[config.mk]
export PLATFORM = sky130hd
export DESIGN_NAME = mcu_host_if
export DESIGN_NICKNAME = d
export VERILOG_FILES = /design/src/rtl/mhi_pkg.sv /design/src/rtl/mhi_sync.sv /design/src/rtl/mhi_par_rx.sv /design/src/rtl/mhi_ser_rx.sv /design/src/rtl/mcu_host_if.sv
export SDC_FILE = /design/constraint.sdc
export NUM_CORES = 1
export LEC_CHECK = 0
export ABC_AREA = 1
export BUFFER_PORTS_ARGS = -buffer_cell sky130_fd_sc_hd__buf_2
export CORE_MARGIN = 2
export CORE_UTILIZATION = 33
export DETAILED_ROUTE_END_ITERATION = 8
export PLACE_DENSITY = 0.62
export SLEW_MARGIN = 20
export SYNTH_ARGS = -nofsm -noshare
export SYNTH_HDL_FRONTEND = slang
export SYNTH_SLANG_ARGS = --single-unit
[constraint.sdc]
create_clock -name clk -period 3.3 [get_ports clk]
set_input_delay 0.66 -clock clk [delete_from_list [all_inputs] [get_ports clk]]
set_output_delay 0.66 -clock clk [all_outputs]
set_load 0.05 [all_outputs]
[src/rtl/mhi_pkg.sv]
package mhi_pkg;

   typedef enum logic [2:0] {
      BK_NONE = 3'd0,
      BK_SPI4 = 3'd1,
      BK_SPI3 = 3'd2,
      BK_I80  = 3'd3,
      BK_M68  = 3'd4
   } bus_kind_e;

   localparam logic [2:0] MODE_SPI4 = 3'b000;
   localparam logic [2:0] MODE_SPI3 = 3'b100;
   localparam logic [2:0] MODE_I80  = 3'b011;
   localparam logic [2:0] MODE_M68  = 3'b111;

   function automatic bus_kind_e decode_mode(input logic [2:0] m);
      case (m)
         MODE_SPI4: return BK_SPI4;
         MODE_SPI3: return BK_SPI3;
         MODE_I80:  return BK_I80;
         MODE_M68:  return BK_M68;
         default:   return BK_NONE;
      endcase
   endfunction

endpackage

[src/rtl/mhi_sync.sv]
module mhi_sync #(
   parameter int          W       = 1,
   parameter int          STAGES  = 2,
   parameter logic [W-1:0] RST_VAL = '0
) (
   input  logic         clk,
   input  logic         rst_n,
   input  logic [W-1:0] d_i,
   output logic [W-1:0] q_o
);

   logic [W-1:0] stage_q [STAGES];

   generate
      for (genvar s = 0; s < STAGES; s++) begin : g_stage
         if (s == 0) begin : g_first
            always_ff @(posedge clk or negedge rst_n) begin
               if (!rst_n) stage_q[s] <= RST_VAL;
               else        stage_q[s] <= d_i;
            end
         end else begin : g_next
            always_ff @(posedge clk or negedge rst_n) begin
               if (!rst_n) stage_q[s] <= RST_VAL;
               else        stage_q[s] <= stage_q[s-1];
            end
         end
      end
   endgenerate

   assign q_o = stage_q[STAGES-1];

endmodule

[src/rtl/mhi_par_rx.sv]
module mhi_par_rx #(
   parameter int DW = 8
) (
   input  logic          clk,
   input  logic          rst_n,
   input  logic          en_i,
   input  logic          m68_i,
   input  logic          cs_n_s,
   input  logic          cs_n_q,
   input  logic          dc_s,
   input  logic          re_s,
   input  logic          re_q,
   input  logic          wr_s,
   input  logic          wr_q,
   input  logic [DW-1:0] data_s,
   output logic          wr_stb_o,
   output logic          wr_dc_o,
   output logic [DW-1:0] wr_byte_o,
   output logic          rd_req_o,
   output logic          rd_dc_o,
   output logic          rd_oe_o
);

   logic wr_hit;
   logic rd_lvl;

   always_comb begin
      if (m68_i) begin
         // enable falls with select low, or select rises with enable held high
         wr_hit = (!re_s && re_q && !cs_n_q && !wr_s)
                | ( cs_n_s && !cs_n_q && re_s && !wr_s);
         rd_lvl = !cs_n_s && re_s && wr_s;
      end else begin
         wr_hit = wr_s && !wr_q && !cs_n_q;
         rd_lvl = !cs_n_s && !re_s;
      end
   end

   always_ff @(posedge clk or negedge rst_n) begin
      if (!rst_n) begin
         wr_stb_o  <= 1'b0;
         wr_dc_o   <= 1'b0;
         wr_byte_o <= '0;
         rd_req_o  <= 1'b0;
         rd_dc_o   <= 1'b0;
         rd_oe_o   <= 1'b0;
      end else begin
         wr_stb_o <= en_i && wr_hit;
         if (en_i && wr_hit) begin
            wr_byte_o <= data_s;
            wr_dc_o   <= dc_s;
         end
         rd_oe_o  <= en_i && rd_lvl;
         rd_req_o <= en_i && rd_lvl && !rd_oe_o;
         if (en_i && rd_lvl && !rd_oe_o) rd_dc_o <= dc_s;
      end
   end

   p_req_pulse_r11 : assert property (@(posedge clk) disable iff (!rst_n)
      rd_req_o |=> !rd_req_o);
   p_req_with_oe_r4 : assert property (@(posedge clk) disable iff (!rst_n)
      rd_req_o |-> rd_oe_o);

endmodule

[src/rtl/mhi_ser_rx.sv]
module mhi_ser_rx #(
   parameter int DW = 8
) (
   input  logic          clk,
   input  logic          rst_n,
   input  logic          en_i,
   input  logic          three_wire_i,
   input  logic          cs_n_s,
   input  logic          sclk_s,
   input  logic          sclk_q,
   input  logic          sda_s,
   input  logic          dc_s,
   output logic          wr_stb_o,
   output logic          wr_dc_o,
   output logic [DW-1:0] wr_byte_o
);

   localparam int CW = $clog2(DW + 1);
   localparam logic [CW-1:0] LAST4 = CW'(DW - 1);
   localparam logic [CW-1:0] LAST3 = CW'(DW);

   logic [DW-1:0] shreg;
   logic [CW-1:0] bit_cnt;
   logic          flag_bit;
   logic          sclk_rise;
   logic [CW-1:0] last_idx;

   assign sclk_rise = sclk_s && !sclk_q;
   assign last_idx  = three_wire_i ? LAST3 : LAST4;

   always_ff @(posedge clk or negedge rst_n) begin
      if (!rst_n) begin
         shreg     <= '0;
         bit_cnt   <= '0;
         flag_bit  <= 1'b0;
         wr_stb_o  <= 1'b0;
         wr_dc_o   <= 1'b0;
         wr_byte_o <= '0;
      end else if (!en_i || cs_n_s) begin
         shreg    <= '0;
         bit_cnt  <= '0;
         flag_bit <= 1'b0;
         wr_stb_o <= 1'b0;
      end else begin
         wr_stb_o <= 1'b0;
         if (sclk_rise) begin
            if (three_wire_i && bit_cnt == '0) begin
               flag_bit <= sda_s;
               bit_cnt  <= bit_cnt + 1'b1;
            end else begin
               shreg <= {shreg[DW-2:0], sda_s};
               if (bit_cnt == last_idx) begin
                  wr_stb_o  <= 1'b1;
                  wr_byte_o <= {shreg[DW-2:0], sda_s};
                  wr_dc_o   <= three_wire_i ? flag_bit : dc_s;
                  bit_cnt   <= '0;
               end else begin
                  bit_cnt <= bit_cnt + 1'b1;
               end
            end
         end
      end
   end

   p_cs_clears_cnt_r10 : assert property (@(posedge clk) disable iff (!rst_n)
      cs_n_s |=> (bit_cnt == '0));
   p_cs_quiet_r2 : assert property (@(posedge clk) disable iff (!rst_n)
      cs_n_s |=> !wr_stb_o);
   p_ser_pulse_r11 : assert property (@(posedge clk) disable iff (!rst_n)
      wr_stb_o |=> !wr_stb_o);

endmodule

[src/rtl/mcu_host_if.sv]
module mcu_host_if #(
   parameter int DW          = 8,
   parameter int SYNC_STAGES = 2,
   parameter bit HAS_SERIAL  = 1'b1
) (
   input  logic          clk,
   input  logic          rst_n,
   input  logic [2:0]    mode_i,
   input  logic          cs_n_i,
   input  logic          dc_sel_i,
   input  logic          rd_or_en_i,
   input  logic          wr_or_rw_i,
   input  logic [DW-1:0] db_i,
   output logic [DW-1:0] db_o,
   output logic          db_oe_o,
   input  logic [DW-1:0] status_i,
   input  logic [DW-1:0] rdata_i,
   output logic          rd_req_o,
   output logic          rd_dc_o,
   output logic          wr_stb_o,
   output logic          wr_dc_o,
   output logic [DW-1:0] wr_byte_o
);
   import mhi_pkg::*;

   localparam int SW = DW + 4;

   generate
      if (DW < 2) begin : g_bad_dw
         $error("mcu_host_if: DW must be at least 2");
      end
      if (SYNC_STAGES < 2) begin : g_bad_sync
         $error("mcu_host_if: SYNC_STAGES must be at least 2");
      end
   endgenerate

   bus_kind_e kind;
   logic      par_en, ser_en;

   assign kind   = decode_mode(mode_i);
   assign par_en = (kind == BK_I80) || (kind == BK_M68);
   assign ser_en = (kind == BK_SPI4) || (kind == BK_SPI3);

   logic [SW-1:0] raw_vec, syn_vec;
   logic          cs_n_s, dc_s, re_s, wr_s;
   logic [DW-1:0] data_s;
   logic          cs_n_q, re_q, wr_q, sclk_q;

   assign raw_vec = {cs_n_i, dc_sel_i, rd_or_en_i, wr_or_rw_i, db_i};
   assign {cs_n_s, dc_s, re_s, wr_s, data_s} = syn_vec;

   mhi_sync #(.W(SW), .STAGES(SYNC_STAGES), .RST_VAL({SW{1'b1}})) u_sync (
      .clk   (clk),
      .rst_n (rst_n),
      .d_i   (raw_vec),
      .q_o   (syn_vec)
   );

   always_ff @(posedge clk or negedge rst_n) begin
      if (!rst_n) begin
         cs_n_q <= 1'b1;
         re_q   <= 1'b1;
         wr_q   <= 1'b1;
         sclk_q <= 1'b1;
      end else begin
         cs_n_q <= cs_n_s;
         re_q   <= re_s;
         wr_q   <= wr_s;
         sclk_q <= data_s[0];
      end
   end

   logic          p_stb, p_dc, p_oe;
   logic [DW-1:0] p_byte;

   mhi_par_rx #(.DW(DW)) u_par (
      .clk       (clk),
      .rst_n     (rst_n),
      .en_i      (par_en),
      .m68_i     (kind == BK_M68),
      .cs_n_s    (cs_n_s),
      .cs_n_q    (cs_n_q),
      .dc_s      (dc_s),
      .re_s      (re_s),
      .re_q      (re_q),
      .wr_s      (wr_s),
      .wr_q      (wr_q),
      .data_s    (data_s),
      .wr_stb_o  (p_stb),
      .wr_dc_o   (p_dc),
      .wr_byte_o (p_byte),
      .rd_req_o  (rd_req_o),
      .rd_dc_o   (rd_dc_o),
      .rd_oe_o   (p_oe)
   );

   logic          s_stb, s_dc;
   logic [DW-1:0] s_byte;

   generate
      if (HAS_SERIAL) begin : g_serial
         mhi_ser_rx #(.DW(DW)) u_ser (
            .clk          (clk),
            .rst_n        (rst_n),
            .en_i         (ser_en),
            .three_wire_i (kind == BK_SPI3),
            .cs_n_s       (cs_n_s),
            .sclk_s       (data_s[0]),
            .sclk_q       (sclk_q),
            .sda_s        (data_s[1]),
            .dc_s         (dc_s),
            .wr_stb_o     (s_stb),
            .wr_dc_o      (s_dc),
            .wr_byte_o    (s_byte)
         );
      end else begin : g_no_serial
         assign s_stb  = 1'b0;
         assign s_dc   = 1'b0;
         assign s_byte = '0;
      end
   endgenerate

   assign wr_stb_o  = p_stb | s_stb;
   assign wr_dc_o   = p_stb ? p_dc   : s_dc;
   assign wr_byte_o = p_stb ? p_byte : s_byte;

   assign db_oe_o = p_oe;
   assign db_o    = p_oe ? (dc_s ? rdata_i : status_i) : '0;

   p_oe_released_r2 : assert property (@(posedge clk) disable iff (!rst_n)
      (cs_n_s && $past(cs_n_s)) |-> !db_oe_o);
   p_oe_parallel_r1 : assert property (@(posedge clk) disable iff (!rst_n)
      db_oe_o |-> par_en);
   p_wr_pulse_r11 : assert property (@(posedge clk) disable iff (!rst_n)
      wr_stb_o |=> !wr_stb_o);
   p_no_mode_quiet_r1 : assert property (@(posedge clk) disable iff (!rst_n)
      (kind == BK_NONE && $past(kind == BK_NONE)) |-> !(wr_stb_o || rd_req_o));

endmodule

==> reports/metrics.yaml, run 1 <==
status:
  status: "complete, no violations"
setup_path:
  crit_path_start_kind: "flip-flop"
  crit_path_start: "u_sync.q_o[10]"
  endpoint: "db_o[7]"
  worstPathCellList: "clkinv_1, nor2_1, nor2_1, buf_2"
  ff2ff_setup_slack_ns: 1.84
  crit_slowest_cell: "dfstp_2"
  crit_arrival_ns: 1.65
  endpoint_kind: "output port"
  r2r_cells: 6
  slowest_delay_ns: 0.62
  regToRegEndpoint: "g_serial.u_ser.wr_dc_o"
  rr_startpoint: "u_sync.q_o[0]"
  crit_type: "flip-flop to output port"
  worstPathRequired_ns: 2.64
  crit_top_cell: "nor2_1"
  critPathMaxFanout: 11
floorplanning:
  initial_utilization: 0.340
  core_um2: 7690
  dieArea_um2: 8660
  die_x_um: 93.1
  die_height_um: 93.1
  num_rows: 32
  boundaryPins: 54
sta:
  rsz0062_at_grt: "false"
  setup_viol: 0
  fmax_ghz: 0.432
  finalHoldViolCount: 0
  slew_headroom: 0.570
  whs_ns: 0.337
  tns_ns: 0
  maxSlewViolCount: 0
  period_share: 0.701
  fin_skew_ns: 0.00744
  finalWorstSetupSlack_ns: 0.987
  tightest_slew_ns: 0.646
  finalCriticalPeriod_ns: 2.31
global_routing:
  track_usage: 0.129
  grt_overflow: 0
  grt_pass1_vias: 1873
  grt_max_degree: 37
  grt_pass1_wl_um: 8540
  antenna_found_initial: 0
layout:
  syn2layout_area_growth_pct: 23.6
  drive_gt1_frac: 0.341
  n_antenna_cell: 0
  num-nets-final: 373
  final_util: 0.421
synthesis:
  syn_inst: 276
  synth_cell_types: 24
  syn-cell-area_um2: 2620
  yosysWarnings: 0
  synth.yosys.seq_area_share: 0.616
  syn_avg_cell_area_um2: 9.48
  syn-num-nets: 311
  synth_seq_cells: 63
clocking:
  cts_buffer_depth: 2
  insertion_delay_ns: 0.35
  numCtsBuffers: 9
  root_buffer: "clkbuf_8"
  cts_tree: "built"
  clock-sinks: 63
  htreeDepth: 3
  ctsResizeCount: 0
  postCtsHoldBufs: 0
  clk_pin_slew_ns: 0.07
  cts_setup_buffers: 0
drt:
  first_iter_violations: 97
  drc: 0
  drt_pass1_iterations: 4
  num_vias: 1947
  wl_per_cell_um: 11.4
  finalWirelength_um: 5050
  drtAntennaViolNets: 0
  via_per_inst: 4.38
worst_hold_path:
  hp-class: "input port to async pin"
power:
  vdd_ir_drop_max_uv: 316
  p_total_uw: 1750
  power_density_nw_per_um2: 542
  power_leakage_uw: 0.00171
place:
  pre_cts_ws_ns: 1.34
  dp_hpwl_um: 3740
  port-buffer-count: 53
  place_congestion: 0.810
run:
  maxCapViolations: 0
worst min-delay path by stage:
stage	depth (start not counted)	endpoint	startpoint
2_1_floorplan	0	u_sync.q_o[0]	u_sync.stage_q[12]
3_5_place_dp	0	u_sync.q_o[0]	u_sync.stage_q[12]
3_3_place_gp	0	u_sync.q_o[9]	u_sync.stage_q[21]
4_1_cts	1	g_serial.u_ser.bit_cnt[2]	rst_n
5_1_grt	0	u_sync.q_o[4]	u_sync.stage_q[16]
6_report	1	g_serial.u_ser.bit_cnt[2]	rst_n
cell usage in the layout (no fill, tap or decap):
cell       Yosys  final
bufinv_16      0      2
nor2_1        26     26
a21oi_1        5      5
nand4_1        2      2
nor2_2         1      1
nand2_1       99     99
buf_2          0     53
clkinv_4       0      2
nor2_8         1      1
nor3_4         1      1
nand2_2        2      2
dfstp_2       28     28
clkbuf_8       0      9
nand3b_1       1      1
nand2_4        3      3
or2_2          1      1
inv_1         23     23
dfrtp_1       35     35
nand3_4        1      1
nand3_1       19     19
o21ai_2        7      7
nor2_4         1      1
o21ai_0       12     12
inv_6          0      3
clkinv_1       2      2
buf_12         0      1
ha_1           2      2
nand3_2        1      1
routing by layer:
metal	vias up	GRT usage	wire [um]
li1	991	-	-
met1	916	0.162	2330
met2	31	0.196	2400
met3	9	0.0508	214
met4	0	0.0625	108
met5	-	0	0
state kept, by name, summed over array words and instances (netlist names), 4 cells and up:
signal	flops
g_serial.u_ser.wr_byte_o	8
u_par.wr_byte_o	8
g_serial.u_ser.shreg	7
u_sync.q_o	12
u_sync.stage_q	12
g_serial.u_ser.bit_cnt	4
cell families (layout without fill, tap and decap cells):
logic type               count (synthesis)  in the layout  share of synthesized area
flip-flops                              63             63                      0.616
AO/OA/AOI/OAI                           24             24                     0.0559
AND/OR/NAND/NOR                        159            159                      0.274
adder cells (fa/ha/maj)                  2              2                    0.00956
buffers and inverters                   28             95                     0.0445
metrics by stage:
stage | std cells | instance area (um^2)
3_5_place_dp | 429 | 3010
4_1_cts | 445 | 3240
6_report | 445 | 3240
3_3_place_gp | 429 | 3010
5_1_grt | 445 | 3240
2_1_floorplan | 276 | 2620
worst max-delay path, delay by kind of cell (launching register included):
family	cells	cell delay, ns
flops	1	0.62
buf+inv	2	0.45
simple gates	2	0.23
final cells by class:
type,instances,area [um^2]
Clock inverter,7,104
Timing Repair Buffer,54,285
Multi-Input combinational cell,185,890
Inverter,25,93.8
Fill cell,779,4450
Clock buffer,9,124
Sequential cell,63,1610
Tap cell,102,128
power by group:
group	switching [uW]	total (uW)	internal, uW
clock	319	754	435
sequential	30.8	864	833
combinational	93.8	136	42.7
total	444	1750	1310
synth_stat cells, drive strengths merged:
library cell | number | share of area
nand2 | 104 | 0.16
a21oi | 5 | 0.0096
nor2 | 29 | 0.052
o21ai | 19 | 0.046
nor3 | 1 | 0.0062
buf | 1 | 0.0057
dfrtp | 35 | 0.33
nand4 | 2 | 0.0048
ha | 2 | 0.0096
clkinv | 2 | 0.0029
inv | 23 | 0.033
dfstp | 28 | 0.28
nand3 | 21 | 0.047
clkbuf | 2 | 0.0029
or2 | 1 | 0.0024
nand3b | 1 | 0.0029
Power figures use the tool's default switching activity.
==> inputs of run 2 (changes only) <==
- ABC_AREA: 1 -> 0
- clock period: 3.3 -> 2.4 ns (I/O delays scaled with it)
==> reports/metrics.yaml, run 2 <==
synthesis:
  syn_avg_cell_area_um2: 14.7  # +55%
  synth_common_cells: "dfrtp_1 (35), dfstp_2 (28), mux2i_1 (17), mux2_2 (11)"
  ys.flop_type: "dfrtp_1"
  syn-num-nets: 208  # -33%
  yosysWarnings: 0  # unchanged
  synth.yosys.seq_area_share: 0.633  # +0.0169
  synth_edf_count: 0  # unchanged
  yosysMostFrequentCell: "dfrtp_1"
  synth_top_area_frac: 0.344  # +0.00920
  yosys.area.top_type: "dfrtp_1"
  syn-cell-area_um2: 2550  # -2.7%
  async_flop_share: 1.00  # unchanged
  synth_cell_types: 34  # +42%
  syn_inst: 173  # -37%
  ys_top_cells_by_area: "dfrtp_1 (34%), dfstp_2 (29%), mux2i_1 (6.7%)"
  synth_seq_cells: 63  # unchanged
floorplanning:
  dieArea_um2: 8440  # -2.6%
  die_x_um: 91.9  # -1.3%
  num_rows: 32  # unchanged
  core_um2: 7610  # -1.0%
  initial_utilization: 0.335  # -0.00563
  boundaryPins: 54  # unchanged
  die_height_um: 91.9  # -1.3%
clocking:
  clk_pin_slew_ns: 0.07  # about the same
  ctsResizeCount: 0  # unchanged
  cts_tree: "built"
  insertion_delay_ns: 0.34  # about the same
  cts_setup_buffers: 0  # unchanged
  postCtsHoldBufs: 0  # unchanged
  clock-sinks: 63  # unchanged
  root_buffer: "clkbuf_8"
  numCtsBuffers: 9  # unchanged
  htreeDepth: 3  # unchanged
  cts_buffer_depth: 2  # unchanged
sta:
  period_share: 0.870
  fin_skew_ns: 0.00762  # +0.000181 ns
  setup_viol: 0  # unchanged
  tns_ns: 0  # unchanged
  finalHoldViolCount: 0  # unchanged
  rsz0062_at_grt: "false"
  maxSlewViolCount: 0  # unchanged
  tightest_slew_ns: 0.535  # -0.110 ns
  finalCriticalPeriod_ns: 2.09
  fmax_ghz: 0.479
  slew_headroom: 0.643  # +0.0736
setup_path:
  endpoint_kind: "flip-flop"
  worstPathRequired_ns: 2.62  # -0.02 ns
  r2r_cells: 7  # +1
  rr_startpoint: "g_serial.u_ser.bit_cnt[0]"
  slowest_delay_ns: 0.44  # -0.18 ns
  crit_path_start_kind: "flip-flop"
  regToRegEndpoint: "g_serial.u_ser.wr_dc_o"
  endpoint: "g_serial.u_ser.wr_dc_o"
  crit_arrival_ns: 2.31  # +0.66 ns
  crit_slowest_cell: "dfrtp_1"
  crit_path_start: "g_serial.u_ser.bit_cnt[0]"
  critPathMaxFanout: 10  # -1
  ff2ff_setup_slack_ns: 0.31  # -1.53 ns
  worstPathCellList: "inv_1, ha_1, nor3b_1, a21oi_4, nand3b_1, buf_4, mux2_4"
  crit_type: "flip-flop to flip-flop"
drt:
  drt_pass1_iterations: 3  # -1
  wl_per_cell_um: 12.3  # +7.9%
  num_vias: 1491  # -23%
  drc: 0  # unchanged
  first_iter_violations: 113  # +16%
  via_per_inst: 4.33  # -0.94%
  drtAntennaViolNets: 0  # unchanged
  finalWirelength_um: 4210  # -17%
layout:
  multi_input_area_um2: 895  # +0.56%
  drive_gt1_frac: 0.521  # +0.180
  regArea_um2: 1610  # unchanged
  final_cell_mix: "buf_2 (53), dfrtp_1 (35), dfstp_2 (28)"
  n_antenna_cell: 0  # unchanged
  syn2layout_area_growth_pct: 25.2
  n_fill_cell: 722  # -7.3%
  num-nets-final: 272  # -27%
  final_cell_area_um2: 3190  # -1.4%
  layout_commonest_cell: "buf_2"
global_routing:
  grt_pass1_wl_um: 7250  # -15%
  grt_pass1_vias: 1436  # -23%
  grt_max_degree: 40  # +8.1%
  grt_overflow: 0  # unchanged
  antenna_found_initial: 0  # unchanged
  track_usage: 0.112  # -0.0174
worst_hold_path:
  hp-class: "input port to async pin"
power:
  power.share.clock: 0.431  # about the same
  p_sw_uw: 547  # +23%
  power_leakage_uw: 0.00152  # -11%
  power_frac_seq: 0.496  # +0.004
  vdd_ir_drop_max_uv: 580  # +84%
  sw_frac_of_total: 0.229  # -0.0242
  pwr-share-comb: 0.073  # -0.005
  power_density_nw_per_um2: 750  # +38%
  internal_power_uw: 1840  # +41%
place:
  port-buffer-count: 53  # unchanged
  place_congestion: 0.780  # -3.8%
  placed_cell_area_um2: 2960  # -1.6%
  dp_hpwl_um: 2960  # -21%
status:
  status: "complete, no violations"
run:
  maxCapViolations: 0  # unchanged
-- run 2: cell types whose count changed after synthesis, sizes merged, moves of 2 or more --
cell / change
clkinv: -2
inv: -18
mux2: +30
mux2i: +17
nand2: -98
nand3: -19
nor2: -20
nor2b: +10
nor3b: +3
nor4: +2
o21ai: -19
or3: +2
-- run 2: power by group through the flow --
stage	clock (uW)	sequential, uW	combinational, uW
floorplan	0	1210	91.0
CTS	1070	1190	179
global placement	0	1200	173
global route	1130	1200	192
detailed placement	0	1210	178
finish	1030	1190	174
-- run 2: logic make-up after synthesis --
logic type / synth area share
adder cells (fa/ha/maj): 0.00982
multiplexers: 0.213
AO/OA/AOI/OAI: 0.0260
buffers and inverters: 0.0162
flip-flops: 0.633
AND/OR/NAND/NOR: 0.103
-- run 2: cell type report --
type,instances,area share
multi-input combinational,101,0.280
clock buffer,10,0.0431
inverter,5,0.00588
sequential,63,0.505
timing repair buffer,57,0.0965
tap,102,0.0400
clock inverter,6,0.0290
-- run 2: worst min path at each step --
stage	from	endpoint	slack (ns)	depth (start not counted)
final	rst_n	u_par.wr_byte_o[2]	0.12	1
after detailed placement	u_sync.stage_q[15]	u_sync.q_o[3]	0.35	0
after global routing	rst_n	u_par.wr_byte_o[2]	0.14	1
after CTS	rst_n	u_par.wr_byte_o[2]	0.13	1
after global placement	u_sync.stage_q[17]	u_sync.q_o[5]	0.35	0
after floorplan	rst_n	g_serial.u_ser.bit_cnt[0]	0.18	0
-- run 2: critical path: cells and delay by family, from the launching register on --
family | cells | cell delay, ns
compound gates | 1 | 0.19
fa+ha+maj | 1 | 0.14
buf+inv | 2 | 0.35
flops | 1 | 0.44
mux | 1 | 0.32
simple gates | 2 | 0.53
-- run 2: layer usage --
metal | up-vias | share of wire | wire [um] | track usage
met2 | 23 | 0.47 | 1960 | 0.161
met1 | 727 | 0.48 | 2020 | 0.150
li1 | 734 | - | - | -
met4 | 0 | 0.022 | 93 | 0.0597
met5 | - | 0 | 0 | 0
met3 | 7 | 0.034 | 145 | 0.0378
-- run 2: per-stage QoR --
step / worst slack, ns / util / hold WS (ns) / instances / power (uW)
2_1_floorplan: 0.171 / - / 0.184 / 173 / 1300
3_3_place_gp: 0.378 / 0.389 / 0.346 / 328 / 1380
3_5_place_dp: 0.301 / 0.389 / 0.347 / 328 / 1390
4_1_cts: 0.290 / 0.419 / 0.126 / 344 / 2440
5_1_grt: 0.176 / 0.419 / 0.140 / 344 / 2520
6_report: 0.311 / 0.419 / 0.125 / 344 / 2390
